File: src/rtl/pid_pkg.sv
package pid_pkg;
  localparam int unsigned REG_AW = 5;
  localparam logic [REG_AW-1:0] OFS_ENABLE = 5'h00;
  localparam logic [REG_AW-1:0] OFS_POLAR  = 5'h04;
  localparam logic [REG_AW-1:0] OFS_MODE   = 5'h08;
  localparam logic [REG_AW-1:0] OFS_DUAL   = 5'h0C;
  localparam logic [REG_AW-1:0] OFS_STATUS = 5'h10;

  typedef enum logic [2:0] {
    SEL_NONE, SEL_ENABLE, SEL_POLAR, SEL_MODE, SEL_DUAL, SEL_STATUS
  } reg_sel_e;

  function automatic reg_sel_e decode(input logic [REG_AW-1:0] a);
    case (a)
      OFS_ENABLE: decode = SEL_ENABLE;
      OFS_POLAR:  decode = SEL_POLAR;
      OFS_MODE:   decode = SEL_MODE;
      OFS_DUAL:   decode = SEL_DUAL;
      OFS_STATUS: decode = SEL_STATUS;
      default:    decode = SEL_NONE;
    endcase
  endfunction
endpackage

File: src/rtl/pid_cfg_regs.sv
module pid_cfg_regs
  import pid_pkg::*;
#(
  parameter int unsigned NPINS = 32
) (
  input  logic             clk,
  input  logic             rst_n,
  input  logic             wr,
  input  reg_sel_e         sel,
  input  logic [NPINS-1:0] wdata,
  output logic [NPINS-1:0] en_q,
  output logic [NPINS-1:0] polar_q,
  output logic [NPINS-1:0] mode_q,
  output logic [NPINS-1:0] dual_q,
  output logic [NPINS-1:0] clr_mask
);
  always_ff @(posedge clk) begin
    if (!rst_n) begin
      en_q    <= '0;
      polar_q <= '0;
      mode_q  <= '0;
      dual_q  <= '0;
    end else if (wr) begin
      case (sel)
        SEL_ENABLE: en_q    <= wdata;
        SEL_POLAR:  polar_q <= wdata;
        SEL_MODE:   mode_q  <= wdata;
        SEL_DUAL:   dual_q  <= wdata;
        default: ;
      endcase
    end
  end

  always_comb begin
    clr_mask = (wr && sel == SEL_STATUS) ? wdata : '0;
  end
endmodule

File: src/rtl/pid_trigger.sv
module pid_trigger #(
  parameter int unsigned NPINS = 32
) (
  input  logic             clk,
  input  logic             rst_n,
  input  logic [NPINS-1:0] pin_in,
  input  logic [NPINS-1:0] polar,
  input  logic [NPINS-1:0] mode,
  input  logic [NPINS-1:0] dual,
  output logic [NPINS-1:0] hit
);
  logic [NPINS-1:0] prev_q;

  // previous sample loads from the live input during reset: no false edge
  always_ff @(posedge clk) begin
    prev_q <= pin_in;
  end

  for (genvar i = 0; i < NPINS; i++) begin : g_pin
    logic rise, fall, lvl_hit, edg_hit;
    always_comb begin
      rise    = pin_in[i] & ~prev_q[i];
      fall    = ~pin_in[i] & prev_q[i];
      lvl_hit = polar[i] ? pin_in[i] : ~pin_in[i];
      if (dual[i]) edg_hit = rise | fall;
      else         edg_hit = polar[i] ? rise : fall;
      hit[i]  = rst_n & (mode[i] ? lvl_hit : edg_hit);
    end
  end
endmodule

File: src/rtl/pid_status.sv
module pid_status #(
  parameter int unsigned NPINS = 32
) (
  input  logic             clk,
  input  logic             rst_n,
  input  logic [NPINS-1:0] hit,
  input  logic [NPINS-1:0] en,
  input  logic [NPINS-1:0] clr_mask,
  output logic [NPINS-1:0] status_q,
  output logic             irq_q
);
  logic [NPINS-1:0] evt;
  logic [NPINS-1:0] status_d;

  always_comb begin
    evt      = hit & en;
    status_d = (status_q & ~clr_mask) | evt;
  end

  always_ff @(posedge clk) begin
    if (!rst_n) begin
      status_q <= '0;
      irq_q    <= 1'b0;
    end else begin
      status_q <= status_d;
      irq_q    <= |status_d;
    end
  end


  sticky_bit_chk: assert property (@(posedge clk) disable iff (!rst_n)
    1'b1 |=> (($past(status_q) & ~$past(clr_mask) & ~status_q) == '0));


  set_needs_enable_chk: assert property (@(posedge clk) disable iff (!rst_n)
    1'b1 |=> ((status_q & ~$past(status_q) & ~$past(en)) == '0));


  event_beats_clear_chk: assert property (@(posedge clk) disable iff (!rst_n)
    1'b1 |=> (($past(hit) & $past(en) & $past(clr_mask) & ~status_q) == '0));
endmodule

File: src/rtl/pin_irq_detector.sv
module pin_irq_detector
  import pid_pkg::*;
#(
  parameter int unsigned NPINS = 32
) (
  input  logic              clk,
  input  logic              rst_n,
  input  logic [NPINS-1:0]  pin_in,
  input  logic              reg_wr,
  input  logic [REG_AW-1:0] reg_addr,
  input  logic [NPINS-1:0]  reg_wdata,
  output logic [NPINS-1:0]  reg_rdata,
  output logic              irq
);
  reg_sel_e         sel;
  logic [NPINS-1:0] en_q, polar_q, mode_q, dual_q, clr_mask, hit, status_q;

  assign sel = decode(reg_addr);

  pid_cfg_regs #(.NPINS(NPINS)) u_cfg (
    .clk(clk), .rst_n(rst_n), .wr(reg_wr), .sel(sel), .wdata(reg_wdata),
    .en_q(en_q), .polar_q(polar_q), .mode_q(mode_q), .dual_q(dual_q),
    .clr_mask(clr_mask)
  );

  pid_trigger #(.NPINS(NPINS)) u_trig (
    .clk(clk), .rst_n(rst_n), .pin_in(pin_in), .polar(polar_q),
    .mode(mode_q), .dual(dual_q), .hit(hit)
  );

  pid_status #(.NPINS(NPINS)) u_sts (
    .clk(clk), .rst_n(rst_n), .hit(hit), .en(en_q), .clr_mask(clr_mask),
    .status_q(status_q), .irq_q(irq)
  );

  always_comb begin
    case (sel)
      SEL_ENABLE: reg_rdata = en_q;
      SEL_POLAR:  reg_rdata = polar_q;
      SEL_MODE:   reg_rdata = mode_q;
      SEL_DUAL:   reg_rdata = dual_q;
      SEL_STATUS: reg_rdata = status_q;
      default:    reg_rdata = '0;
    endcase
  end


  irq_tracks_status_chk: assert property (@(posedge clk) disable iff (!rst_n)
    irq == (|status_q));
endmodule

File: config.mk
export PLATFORM = sky130hd
export DESIGN_NAME = pin_irq_detector
export DESIGN_NICKNAME = d
export VERILOG_FILES = /design/src/rtl/pid_pkg.sv /design/src/rtl/pid_cfg_regs.sv /design/src/rtl/pid_trigger.sv /design/src/rtl/pid_status.sv /design/src/rtl/pin_irq_detector.sv
export SDC_FILE = /design/constraint.sdc
export NUM_CORES = 1
export LEC_CHECK = 0
export ABC_AREA = 0
export BUFFER_PORTS_ARGS = -buffer_cell sky130_fd_sc_hd__buf_2
export CAP_MARGIN = 20
export CORE_MARGIN = 8
export CORE_UTILIZATION = 25
export DETAILED_ROUTE_END_ITERATION = 10
export SYNTH_ARGS = -nofsm -noshare
export SYNTH_HDL_FRONTEND = slang
export SYNTH_SLANG_ARGS = --single-unit
File: constraint.sdc
create_clock -name clk -period 3.1 [get_ports clk]
set_input_delay 0.465 -clock clk [delete_from_list [all_inputs] [get_ports clk]]
set_output_delay 0.465 -clock clk [all_outputs]
set_load 0.01 [all_outputs]
### Word-level counts from Yosys, hierarchy flattened

Index checks and enable logic that the tools add are counted.

* register bits after elaboration: 193
* output and inout bits: 33
* logic and storage cells: 350

* equal/unequal tests: 9
* muxes and demuxes: 131
* bitwise logic cells: 196
* reduce and logical (&&, ||, !) cells: 7

Operators by type and width (count)
* 32-bit case mux with 5 select lines: 1
* 1-bit 2-to-1 mux: 128
* 1-bit AND: 96
* 32-bit AND: 2
* 1-bit NOT: 64
* 32-bit 2-to-1 mux: 1
* 32-bit NOT: 1
* 1-bit bitwise OR: 32
* 32-bit bitwise OR: 1
* 32-bit OR reduction: 1
* 3-bit case mux with 5 select lines: 1
* 5-bit by 4-bit == test with 1-bit output, second input constant: 2
* 2-bit AND reduction: 4
* 3-bit by 2-bit == test with 1-bit output, second input constant: 2
* 3-bit == test, second input constant: 2
* 5-bit by 3-bit == test with 1-bit output, second input constant: 1
* 5-bit == test, second input constant: 1
* 5-bit logical NOT: 1
* 3-bit by 1-bit == test with 1-bit output, second input constant: 1
* 1-bit logical AND: 1

### Longest topological paths before layout

Gate-level depths: netlist of the first run.

* depth in word-level cells: 9
* gate-level depth with buffers: 9
* mapped depth without buffers: 8

### Modules after synthesis

Synthesis of the first run repeated with hierarchy kept, for this count alone.

* cells, all modules: 1154
* area, all modules: 10635.2 um^2

By module, submodules not included
* pid_cfg_regs: instances 1, cells each 489, area each 4929.7 um^2, seq. area each 2562.5 um^2
* pid_trigger: instances 1, cells each 355, area each 3126.7 um^2, seq. area each 640.6 um^2
* pid_status: instances 1, cells each 154, area each 1310.0 um^2, seq. area each 660.6 um^2
* pin_irq_detector: instances 1, cells each 156, area each 1268.7 um^2, seq. area each 0.0 um^2

### Least setup slack after synthesis of the first run

No wires, ideal clock.

* path type: input-to-output
* from: in reg_addr[4]
* to: out reg_rdata[10]
* data arrival time: 1982 ps
* data required time: 2635 ps
* path slack: 653 ps
* stages on the path: 7
* buffers on the path: 3
* cell sequence: clkbuf_1 or3_1 clkbuf_1 nor3b_2 clkbuf_1 a22oi_1 o21ai_0

* word-level cells in the longest chain between the ends: 4
* elaborated cells between the ends (all ways): 12
* those cells by class: eq/ne: 9; mux: 2; reduce/logical: 1

Ends and longest elaborated chain
* start, declared: RTL line pin_irq_detector.sv:10 `input logic [REG_AW-1:0] reg_addr,`
* 5-bit == test, or another cell as far along: RTL line pid_pkg.sv:14 `case (a)`
* 3-bit case mux with 5 select lines *: RTL line pid_pkg.sv:14
* 3-bit == test, or another cell as far along: RTL line pin_irq_detector.sv:37 `case (sel)`
* 32-bit case mux with 5 select lines *: RTL line pin_irq_detector.sv:37
* end, declared: RTL line pin_irq_detector.sv:12 `output logic [NPINS-1:0] reg_rdata,`

Every way passes the cells marked *; elsewhere a longest branch is shown, timed or not.

### Worst setup path in the final report of the first run

* from: in reg_addr[2]
* to: out reg_rdata[6]

The elaborated chain is that of the path after synthesis.

==> flow_summary.yaml, run 1 <==
clock_tree:
  clk_pin_slew_ns: 0.08
  level_count_of_the_clock_h_tree: 4
  postCtsResizedCells: 0
  post_cts.repair.setup_buffers: 0
  root_buffer: "sky130_fd_sc_hd__clkbuf_16"
  worstSkewPairLatency_ns: 0.45
  tritoncts.num_buffers: 17
  max-clock-path-buffers: 2
  holdBufCountCts: 0
  cts_tree: "built"
  clkSinkCount: 193
detailed_routing:
  drcViolationCount: 0
  vias: 9163
  drt.antenna.violating_nets: 0
  drtPass1Iterations: 5
  routed_wire_length_per_instance_um: 18.0
  drt_iter0_drc: 721
  avgViaCountPerCell: 4.91
  routed_wl_mm: 33.6
timing:
  postLayoutSetupSlackWorst_ns: 0.393
  finClkSkew_ns: 0.0127
  worst_pin_slew_ns: 0.750
  final_period_minus_worst_setup_slack_ns: 2.71
  timing.slew.headroom: 0.500
  final_period_utilization: 0.873
  worst_hold_slack_ns: 0.172
  fin_setup_tns_ns: 0
  timing.final.max_slew_violations: 0
  achievable-frequency_mhz: 369
  timing.final.setup_violations: 0
  grt_setup_unrepaired: "false"
  final-hold-violation-count: 0
synth:
  synth_adder_area_share: 0.0764
  netlist_top_cells_area: "sky130_fd_sc_hd__dfxtp_1, sky130_fd_sc_hd__nand2_1, sky130_fd_sc_hd__ha_1"
  synth_top_area_share: 0.369
  basic_gate_share_of_the_synthesized_area_counting_and_or_nand_and_nor_cells: 0.178
  synth_sequential_area_ratio: 0.369
  proportion_of_synthesized_area_in_mux_cells: 0.0994
  async_reset_ff_frac: 0
  post_synth_xor_xnor_area: 0.0268
  synth_compound_gate_area_share: 0.195
  yosys.cell_count.top_type: "sky130_fd_sc_hd__nand2_1"
  synth_edf_count: 0
  synth_top_cell_by_area: "sky130_fd_sc_hd__dfxtp_1"
  yosys_warnings: 0
  dominant_combinational_cell_family_by_area_after_synthesis: "compound AO/OA/AOI/OAI gates"
  synth-seq-cells: 193
  synth_commonest_cells: "sky130_fd_sc_hd__nand2_1, sky130_fd_sc_hd__dfxtp_1, sky130_fd_sc_hd__clkbuf_1"
  ys_flop_type: "sky130_fd_sc_hd__dfxtp_1"
  synth_area_um2: 10500
  postSynthNetCount: 1366
  netlist-cell-type-count: 33
  syn-instance-count: 1230
  avgSynthCellArea_um2: 8.52
global_route:
  grt-ovfl-total: 0
  gr-usage-all-layers: 0.137
  pin_count_of_the_biggest_net_entering_global_routing: 48
  first_global_vias: 8896
  grt_first_pass_wirelength_mm: 51.5
  antenna_violations_before_repair: 5
power_and_ir_drop:
  vdd.ir_drop.worst_mv: 0.287
  power.static_leakage_nw: 4.85
  fin_total_pwr_mw: 5.23
  cell_area_power_density_nw_per_um2: 425
final_layout:
  fin_nets: 1446
  final_cell_area_um2: 12300
  area_growth_syn_to_layout_pct: 17.6
  post_route_cells_drive_above_1_share: 0.187
placement:
  placement.cell_area_um2: 11700
  dp.final_hpwl_mm: 23.4
  dp_worst_setup_slack_ns: 0.198
  place_congestion: 0.790
  buffer_ports.inserted: 104
min_path:
  min_from: "pin_in[30]"
  min_to: "u_trig.prev_q[30]"
  worst_hold_path_type: "in2reg"
  hold_depth: 1
critical_path:
  worst_path_dominant_cell_family: "buffers and inverters"
  timing.critical_path.slowest_cell_delay_ns: 0.53
  reg2reg_from: "u_trig.prev_q[13]"
  critPathCaptureType: "output port"
  crit_slowest_cell: "sky130_fd_sc_hd__buf_4"
  cp_num_buf_inv: 4
  rr_endpoint: "u_sts.irq_q"
  reg2reg_slack_ns: 0.81
  critical_path.cell_chain: "buf_2, buf_4, nor3b_4, buf_4, a22oi_1, o21ai_0, buf_2"
  critical_path_peak_fanout: 36
  worst-r2r-cell-count: 8
  cp_data_required_time_ns: 2.63
  startpoint_type: "input port"
  timing_worst_setup_path_type: "in2out"
  worst_ep_arrival_time_ns: 2.24
die:
  rows: 75
  io-pin-count: 105
  core_area_um2: 41700
  die_w_um: 221
  design.die.area_um2: 48700
  chipHeight_um: 221
  start_util: 0.251
outcome:
  status: "complete, no violations"
job:
  timing.max_cap.violations: 0
## through the flow
| step | utilization | std cells |
|---|---|---|
| 5_1_grt | 0.296 | 1864 |
| 4_1_cts | 0.295 | 1862 |
| 6_report | 0.296 | 1865 |
| 3_3_place_gp | 0.282 | 1830 |
| 3_5_place_dp | 0.282 | 1830 |
| 2_1_floorplan | - | 1230 |
## per-layer routing
layer,track usage,vias to the layer above,share of wire
li1,-,4430,-
met1,0.181,4411,0.46
met2,0.227,288,0.47
met3,0.0282,28,0.067
met4,0.0322,6,0.0083
met5,0,-,0.00095
## worst max-delay path by stage
stage / startpoint / to / cells after the start
3_3_place_gp: reg_addr[1] / u_sts.irq_q / 8
2_1_floorplan: reg_addr[4] / reg_rdata[10] / 7
3_5_place_dp: reg_addr[1] / u_sts.irq_q / 8
6_report: reg_addr[2] / reg_rdata[6] / 7
4_1_cts: reg_addr[1] / reg_rdata[20] / 7
5_1_grt: reg_addr[2] / reg_rdata[10] / 7
## cell usage in the layout, fill, tap and decap left out, types with 35 or more instances in the layout
master,count
sky130_fd_sc_hd__o21ai_0,61
sky130_fd_sc_hd__nand2_1,287
sky130_fd_sc_hd__ha_1,64
sky130_fd_sc_hd__a21boi_0,66
sky130_fd_sc_hd__a22oi_1,64
sky130_fd_sc_hd__nand4_1,35
sky130_fd_sc_hd__buf_2,103
sky130_fd_sc_hd__mux2_2,64
sky130_fd_sc_hd__dfxtp_1,193
sky130_fd_sc_hd__inv_1,64
## registers in the layout (all words and copies together) (netlist names)
register	count
u_cfg.mode_q	32
u_cfg.en_q	32
u_sts.status_q	32
u_cfg.polar_q	32
u_sts.irq_q	1
u_cfg.dual_q	32
u_trig.prev_q	32
## cell type report
class,count,area [um2]
Clock inverter,15,158
Multi-Input combinational cell,891,6050
Clock buffer,17,425
Inverter,64,240
Sequential cell,193,3860
Timing Repair Buffer,143,903
Fill cell,4421,29300
Tap cell,539,674
Antenna cell,3,7.51
## power by group
| part | internal [mW] | leakage [nW] | switching, mW |
|---|---|---|---|
| clock network | 1.20 | 0.282 | 1.04 |
| registers | 2.51 | 1.57 | 0.0260 |
| logic | 0.176 | 3.00 | 0.279 |
| total | 3.89 | 4.85 | 1.35 |
## cells by family after synthesis
family | count (synthesis)
compound gates | 286
xor+xnor | 32
fa+ha+maj | 64
buf+inv | 146
flops | 193
mux | 96
simple gates | 413
Note: power is estimated with default switching activity, not from simulation.
==> inputs of run 2 (changes only) <==
Settings changed: ABC_AREA 0 to 1, CELL_PAD_IN_SITES_DETAIL_PLACEMENT set to 1, CELL_PAD_IN_SITES_GLOBAL_PLACEMENT set to 2, PLACE_DENSITY_LB_ADDON set to 0.1, SKIP_LAST_GASP set to 1.
==> run 2 against run 1 <==
Against the previous run:
- worst hold slack lost 0.019 ns
- count of clock-buffer cells in the layout is 1 higher
- via count is 7.1% higher
- cell count increased by 15%
==> flow_summary.yaml, run 2 <==
global_route:
  antenna_violations_before_repair: 0
  first_global_vias: 10100
  gr-usage-all-layers: 0.155
  grt-ovfl-total: 0
  grt_first_pass_wirelength_mm: 57.6
  pin_count_of_the_biggest_net_entering_global_routing: 74
critical_path:
  cp_data_required_time_ns: 2.63
  reg2reg_from: "u_trig.prev_q[9]"
  worst-r2r-cell-count: 12
  startpoint_type: "input port"
  critPathCaptureType: "output port"
  critical_path_peak_fanout: 8
  timing_worst_setup_path_type: "in2out"
  worst_ep_arrival_time_ns: 1.88
  rr_endpoint: "u_sts.irq_q"
  reg2reg_slack_ns: 1.20
synth:
  synth_sequential_area_ratio: 0.380
  synth_area_um2: 10200
  syn-instance-count: 1512
  synth_top_area_share: 0.380
  yosys_warnings: 0
  yosys.cell_count.top_type: "sky130_fd_sc_hd__nand2_1"
  synth-seq-cells: 193
  synth_top_cell_by_area: "sky130_fd_sc_hd__dfxtp_1"
  avgSynthCellArea_um2: 6.72
  postSynthNetCount: 1648
  netlist-cell-type-count: 21
  netlist_top_cells_area: "sky130_fd_sc_hd__dfxtp_1, sky130_fd_sc_hd__nand2_1, sky130_fd_sc_hd__ha_1"
  synth_commonest_cells: "sky130_fd_sc_hd__nand2_1, sky130_fd_sc_hd__inv_1, sky130_fd_sc_hd__dfxtp_1"
  ys_flop_type: "sky130_fd_sc_hd__dfxtp_1"
  synth_edf_count: 0
  async_reset_ff_frac: 0
timing:
  timing.slew.headroom: 0.367
  grt_setup_unrepaired: "false"
  finClkSkew_ns: 0.0103
  final_period_utilization: 0.757
  final-hold-violation-count: 0
  fin_setup_tns_ns: 0
  postLayoutSetupSlackWorst_ns: 0.754
  timing.final.setup_violations: 0
  final_period_minus_worst_setup_slack_ns: 2.35
  achievable-frequency_mhz: 426
  worst_pin_slew_ns: 0.947
  timing.final.max_slew_violations: 0
placement:
  dp_worst_setup_slack_ns: 0.648
  buffer_ports.inserted: 104
  placed_cells_incl_taps: 2108
  place_congestion: 0.728
  dp.final_hpwl_mm: 24.1
min_path:
  min_from: "pin_in[4]"
  min_to: "u_trig.prev_q[4]"
  hold_depth: 1
  worst_hold_path_type: "in2reg"
clock_tree:
  level_count_of_the_clock_h_tree: 4
  root_buffer: "sky130_fd_sc_hd__clkbuf_16"
  clk_pin_slew_ns: 0.07
  holdBufCountCts: 0
  clkSinkCount: 193
  worstSkewPairLatency_ns: 0.45
  cts_tree: "built"
  tritoncts.num_buffers: 17
  postCtsResizedCells: 0
  post_cts.repair.setup_buffers: 0
  max-clock-path-buffers: 2
power_and_ir_drop:
  cell_area_power_density_nw_per_um2: 438
  vdd.ir_drop.worst_mv: 0.404
  power.static_leakage_nw: 5.50
  fin_total_pwr_mw: 5.23
die:
  rows: 74
  start_util: 0.251
  io-pin-count: 105
  design.die.area_um2: 47400
  core_area_um2: 40500
  chipHeight_um: 218
  die_w_um: 218
final_layout:
  seq_area_um2: 3860
  most_frequent_cells_in_the_layout: "sky130_fd_sc_hd__nand2_1, sky130_fd_sc_hd__inv_1, sky130_fd_sc_hd__dfxtp_1, sky130_fd_sc_hd__a21oi_1, sky130_fd_sc_hd__o21ai_0"
  fin_nets: 1731
  finish.utilization: 0.295
  multi_input_gate_area_um2: 5270
  layout.cells.most_common: "sky130_fd_sc_hd__nand2_1"
  post_route_cells_drive_above_1_share: 0.110
  area_growth_syn_to_layout_pct: 17.4
  fin_cells: 2140
  n_fill_cell: 5037
  antenna_cells: 0
outcome:
  status: "complete, no violations"
detailed_routing:
  drt.antenna.violating_nets: 0
  avgViaCountPerCell: 4.59
  routed_wl_mm: 36.4
  drcViolationCount: 0
  drt_iter0_drc: 425
  routed_wire_length_per_instance_um: 17.0
  vias: 9818
  drtPass1Iterations: 4
job:
  timing.max_cap.violations: 0
run 2: cell count changes after synthesis, sizes merged, moves of 33 or more:
cell,delta
a21oi,+155
nand3,+113
and2,-33
nor2,+153
a21boi,-96
mux2,-64
a22oi,-64
o21ai,+94
nand4,-35
nand2,+76
inv,+140
run 2: cell families after synthesis:
kind of cell	Yosys count	synth area share
buffers and inverters	270	0.104
DFF	193	0.380
AOI/OAI and AO/OA	343	0.181
adders and majority gates	64	0.0788
and+or+nand+nor	642	0.256
run 2: where the power goes:
part / leakage (nW) / switching, mW / total (mW) / internal, mW
logic: 3.67 / 0.283 / 0.420 / 0.137
clock network: 0.264 / 1.07 / 2.26 / 1.18
registers: 1.57 / 0.0329 / 2.55 / 2.52
total: 5.50 / 1.39 / 5.23 / 3.84
run 2: how the worst max path moves through the flow:
stage | start | to | cells past startpoint
3_3_place_gp | reg_addr[3] | u_sts.irq_q | 14
5_1_grt | reg_addr[4] | reg_rdata[18] | 9
4_1_cts | reg_addr[4] | reg_rdata[18] | 9
2_1_floorplan | reg_addr[1] | reg_rdata[11] | 7
3_5_place_dp | reg_addr[3] | u_sts.irq_q | 14
6_report | reg_addr[4] | reg_rdata[18] | 9
run 2: layout make-up:
cell class	count	share of cell area
Tap cell	532	0.0558
Clock buffer	18	0.0360
Sequential cell	193	0.324
Inverter	204	0.0642
Timing Repair Buffer	130	0.0665
Multi-Input combinational cell	1049	0.442
Clock inverter	14	0.0120
run 2: routing by layer:
metal,vias up,GRT usage,part of all wire
met3,18,0.0189,0.021
met2,81,0.255,0.46
met4,0,0.0365,0.0096
met5,-,0,0
li1,5007,-,-
met1,4712,0.213,0.51
run 2: metrics by stage:
| step | hold WS [ns] | instance area, um2 |
|---|---|---|
| final | 0.152 | 11900 |
| after global placement | 0.474 | 11400 |
| after CTS | 0.125 | 11900 |
| after detailed placement | 0.486 | 11400 |
| after global routing | 0.144 | 11900 |
| after floorplan | 0.451 | 10200 |
run 2: critical path: stages:
cell	delay (ns)
sky130_fd_sc_hd__buf_2	0.13
sky130_fd_sc_hd__inv_1	0.09
sky130_fd_sc_hd__nand2_2	0.16
sky130_fd_sc_hd__nor3_4	0.07
sky130_fd_sc_hd__inv_2	0.23
sky130_fd_sc_hd__nor2_1	0.12
sky130_fd_sc_hd__a221oi_1	0.28
sky130_fd_sc_hd__nand3_1	0.15
sky130_fd_sc_hd__buf_2	0.17
==> inputs of run 3 (changes only) <==
Settings changed: ABC_AREA 1 to 0.
Clock period 3.1 ns to 2.1 ns, I/O delays scaled along.
==> run 3 against run 2 <==
Against the previous run:
- the run now ends with setup timing left
- non-clock buffer count up 143
- global-route usage up 1.8 points
- first-iteration DRC count down 16%
- via count down 2.9%
- utilization up 4.1 points
- critical path depth unchanged
- power up 57%
- routed wire length up 12%
- sequential cell count unchanged
- cell area up 17%
- highest routed layer unchanged
==> flow_summary.yaml, run 3 (synthesized netlist as in run 1, its figures left out) <==
timing:
  final-hold-violation-count: 0
  final_period_minus_worst_setup_slack_ns: 2.12
  timing.final.max_slew_violations: 0
  finClkSkew_ns: 0.00904
  achievable-frequency_mhz: 471
  worst_hold_slack_ns: 0.0680
  worst_pin_slew_ns: 0.744
  timing.slew.headroom: 0.496
  grt_setup_unrepaired: "true"
  timing.final.setup_violations: 1
  postLayoutSetupSlackWorst_ns: -0.0216
  final_period_utilization: 1.01
die:
  start_util: 0.251
  design.die.area_um2: 48700
  chipHeight_um: 221
  core_area_um2: 41700
  die_w_um: 221
  io-pin-count: 105
  rows: 75
min_path:
  min_to: "u_trig.prev_q[2]"
  hold_depth: 2
  min_from: "pin_in[2]"
  worst_hold_path_type: "in2reg"
critical_path:
  rr_endpoint: "u_sts.irq_q"
  cp_data_required_time_ns: 1.78
  startpoint_type: "input port"
  timing_worst_setup_path_type: "in2out"
  critPathCaptureType: "output port"
  critical_path_peak_fanout: 8
  worst-r2r-cell-count: 9
  reg2reg_from: "u_trig.prev_q[31]"
  reg2reg_slack_ns: 0.03
  worst_ep_arrival_time_ns: 1.81
outcome:
  violations: "setup timing"
  status: "complete, but fails checks"
detailed_routing:
  dr.max_layer_used: "met4"
  drtPass1Iterations: 5
  avgViaCountPerCell: 4.79
  drt.antenna.violating_nets: 0
  routed_wire_length_per_instance_um: 20.4
  drt_iter0_drc: 358
  drcViolationCount: 0
  vias: 9532
  met3RoutedLength_mm: 1.15
  drt-met1-wl_mm: 20.0
  wl_met2_mm: 18.9
  routed_wl_mm: 40.6
job:
  timing.max_cap.violations: 0
placement:
  placed_cells_incl_taps: 1936
  dp.final_hpwl_mm: 28.6
  dp_worst_setup_slack_ns: -0.567
  place_congestion: 0.734
  buffer_ports.inserted: 104
power_and_ir_drop:
  fin_total_pwr_mw: 8.23
  vdd.ir_drop.worst_mv: 0.576
  internal_power_mw: 6.09
  sequentialPowerShare: 0.455
  power.clock.fraction: 0.433
  cell_area_power_density_nw_per_um2: 588
  sw_pwr_mw: 2.14
  power.static_leakage_nw: 5.68
  comb_power_share: 0.112
  switching_share: 0.260
final_layout:
  antenna_cells: 0
  finish.utilization: 0.336
  area_growth_syn_to_layout_pct: 33.6
  fin_cells: 1992
  fin_nets: 1576
  most_frequent_cells_in_the_layout: "sky130_fd_sc_hd__nand2_1, sky130_fd_sc_hd__dfxtp_1, sky130_fd_sc_hd__buf_4, sky130_fd_sc_hd__buf_2, sky130_fd_sc_hd__a21boi_0"
  layout.cells.most_common: "sky130_fd_sc_hd__nand2_1"
  post_route_cells_drive_above_1_share: 0.291
global_route:
  pin_count_of_the_biggest_net_entering_global_routing: 39
  grt_first_pass_wirelength_mm: 62.7
  gr-usage-all-layers: 0.173
  first_global_vias: 10200
  grt-ovfl-total: 0
  antenna_violations_before_repair: 0
clock_tree:
  clkSinkCount: 193
  root_buffer: "sky130_fd_sc_hd__clkbuf_16"
  level_count_of_the_clock_h_tree: 4
  clk_pin_slew_ns: 0.07
  tritoncts.num_buffers: 17
  worstSkewPairLatency_ns: 0.49
  max-clock-path-buffers: 2
  cts_tree: "built"
## run 3: worst max path at each step
stage | startpoint | endpoint | slack, ns
floorplan | reg_addr[4] | reg_rdata[10] | -0.05
global placement | reg_addr[1] | u_sts.irq_q | -0.58
detailed placement | reg_addr[3] | u_sts.irq_q | -0.57
CTS | u_trig.prev_q[11] | u_sts.irq_q | -0.02
global route | u_trig.prev_q[12] | u_sts.irq_q | -0.07
finish | reg_addr[0] | reg_rdata[28] | -0.02
## run 3: power groups by stage
stage / clock network [mW] / logic, mW / registers (mW)
floorplan: 0 / 0.361 / 3.82
global placement: 0 / 0.847 / 3.83
detailed placement: 0 / 0.856 / 3.83
CTS: 3.73 / 0.929 / 3.75
global route: 3.86 / 1.01 / 3.75
finish: 3.57 / 0.918 / 3.75
## run 3: critical path, stage by stage
cell and delay, ns:
sky130_fd_sc_hd__buf_8 0.10, sky130_fd_sc_hd__or3_4 0.40, sky130_fd_sc_hd__nor3b_4 0.26, sky130_fd_sc_hd__buf_12 0.19, sky130_fd_sc_hd__buf_12 0.14, sky130_fd_sc_hd__a22oi_2 0.05
sky130_fd_sc_hd__o21ai_1 0.10, sky130_fd_sc_hd__buf_4 0.14, sky130_fd_sc_hd__buf_6 0.10
## run 3: repair_timing
item	in CTS	in global routing
resized for setup	72	58
pin swaps	13	9
hold buffers	16	0
cloned	1	1
endpoints found under the hold margin	16	0
setup endpoints to repair	33	28
setup buffers	5	1
## run 3: layout make-up
type                       count  area [um2]
clock buffer                  22         474
sequential                   193        3870
timing repair buffer         273        2200
tap                          539         674
clock inverter                10         131
fill                        4907       27700
multi-input combinational    891        6410
inverter                      64         240
## run 3: metal layers
layer,vias up,global-route usage
li1,4695,-
met2,101,0.284
met4,0,0.0427
met5,-,0
met1,4708,0.227
met3,28,0.0388
## run 3: metrics by stage
step	setup TNS, ns	area, um2
3_3_place_gp	-17.89	12700
3_5_place_dp	-19.61	12700
6_report	-0.0216	14000
4_1_cts	-0.0257	13800
2_1_floorplan	-1.41	10500
5_1_grt	-0.266	14000
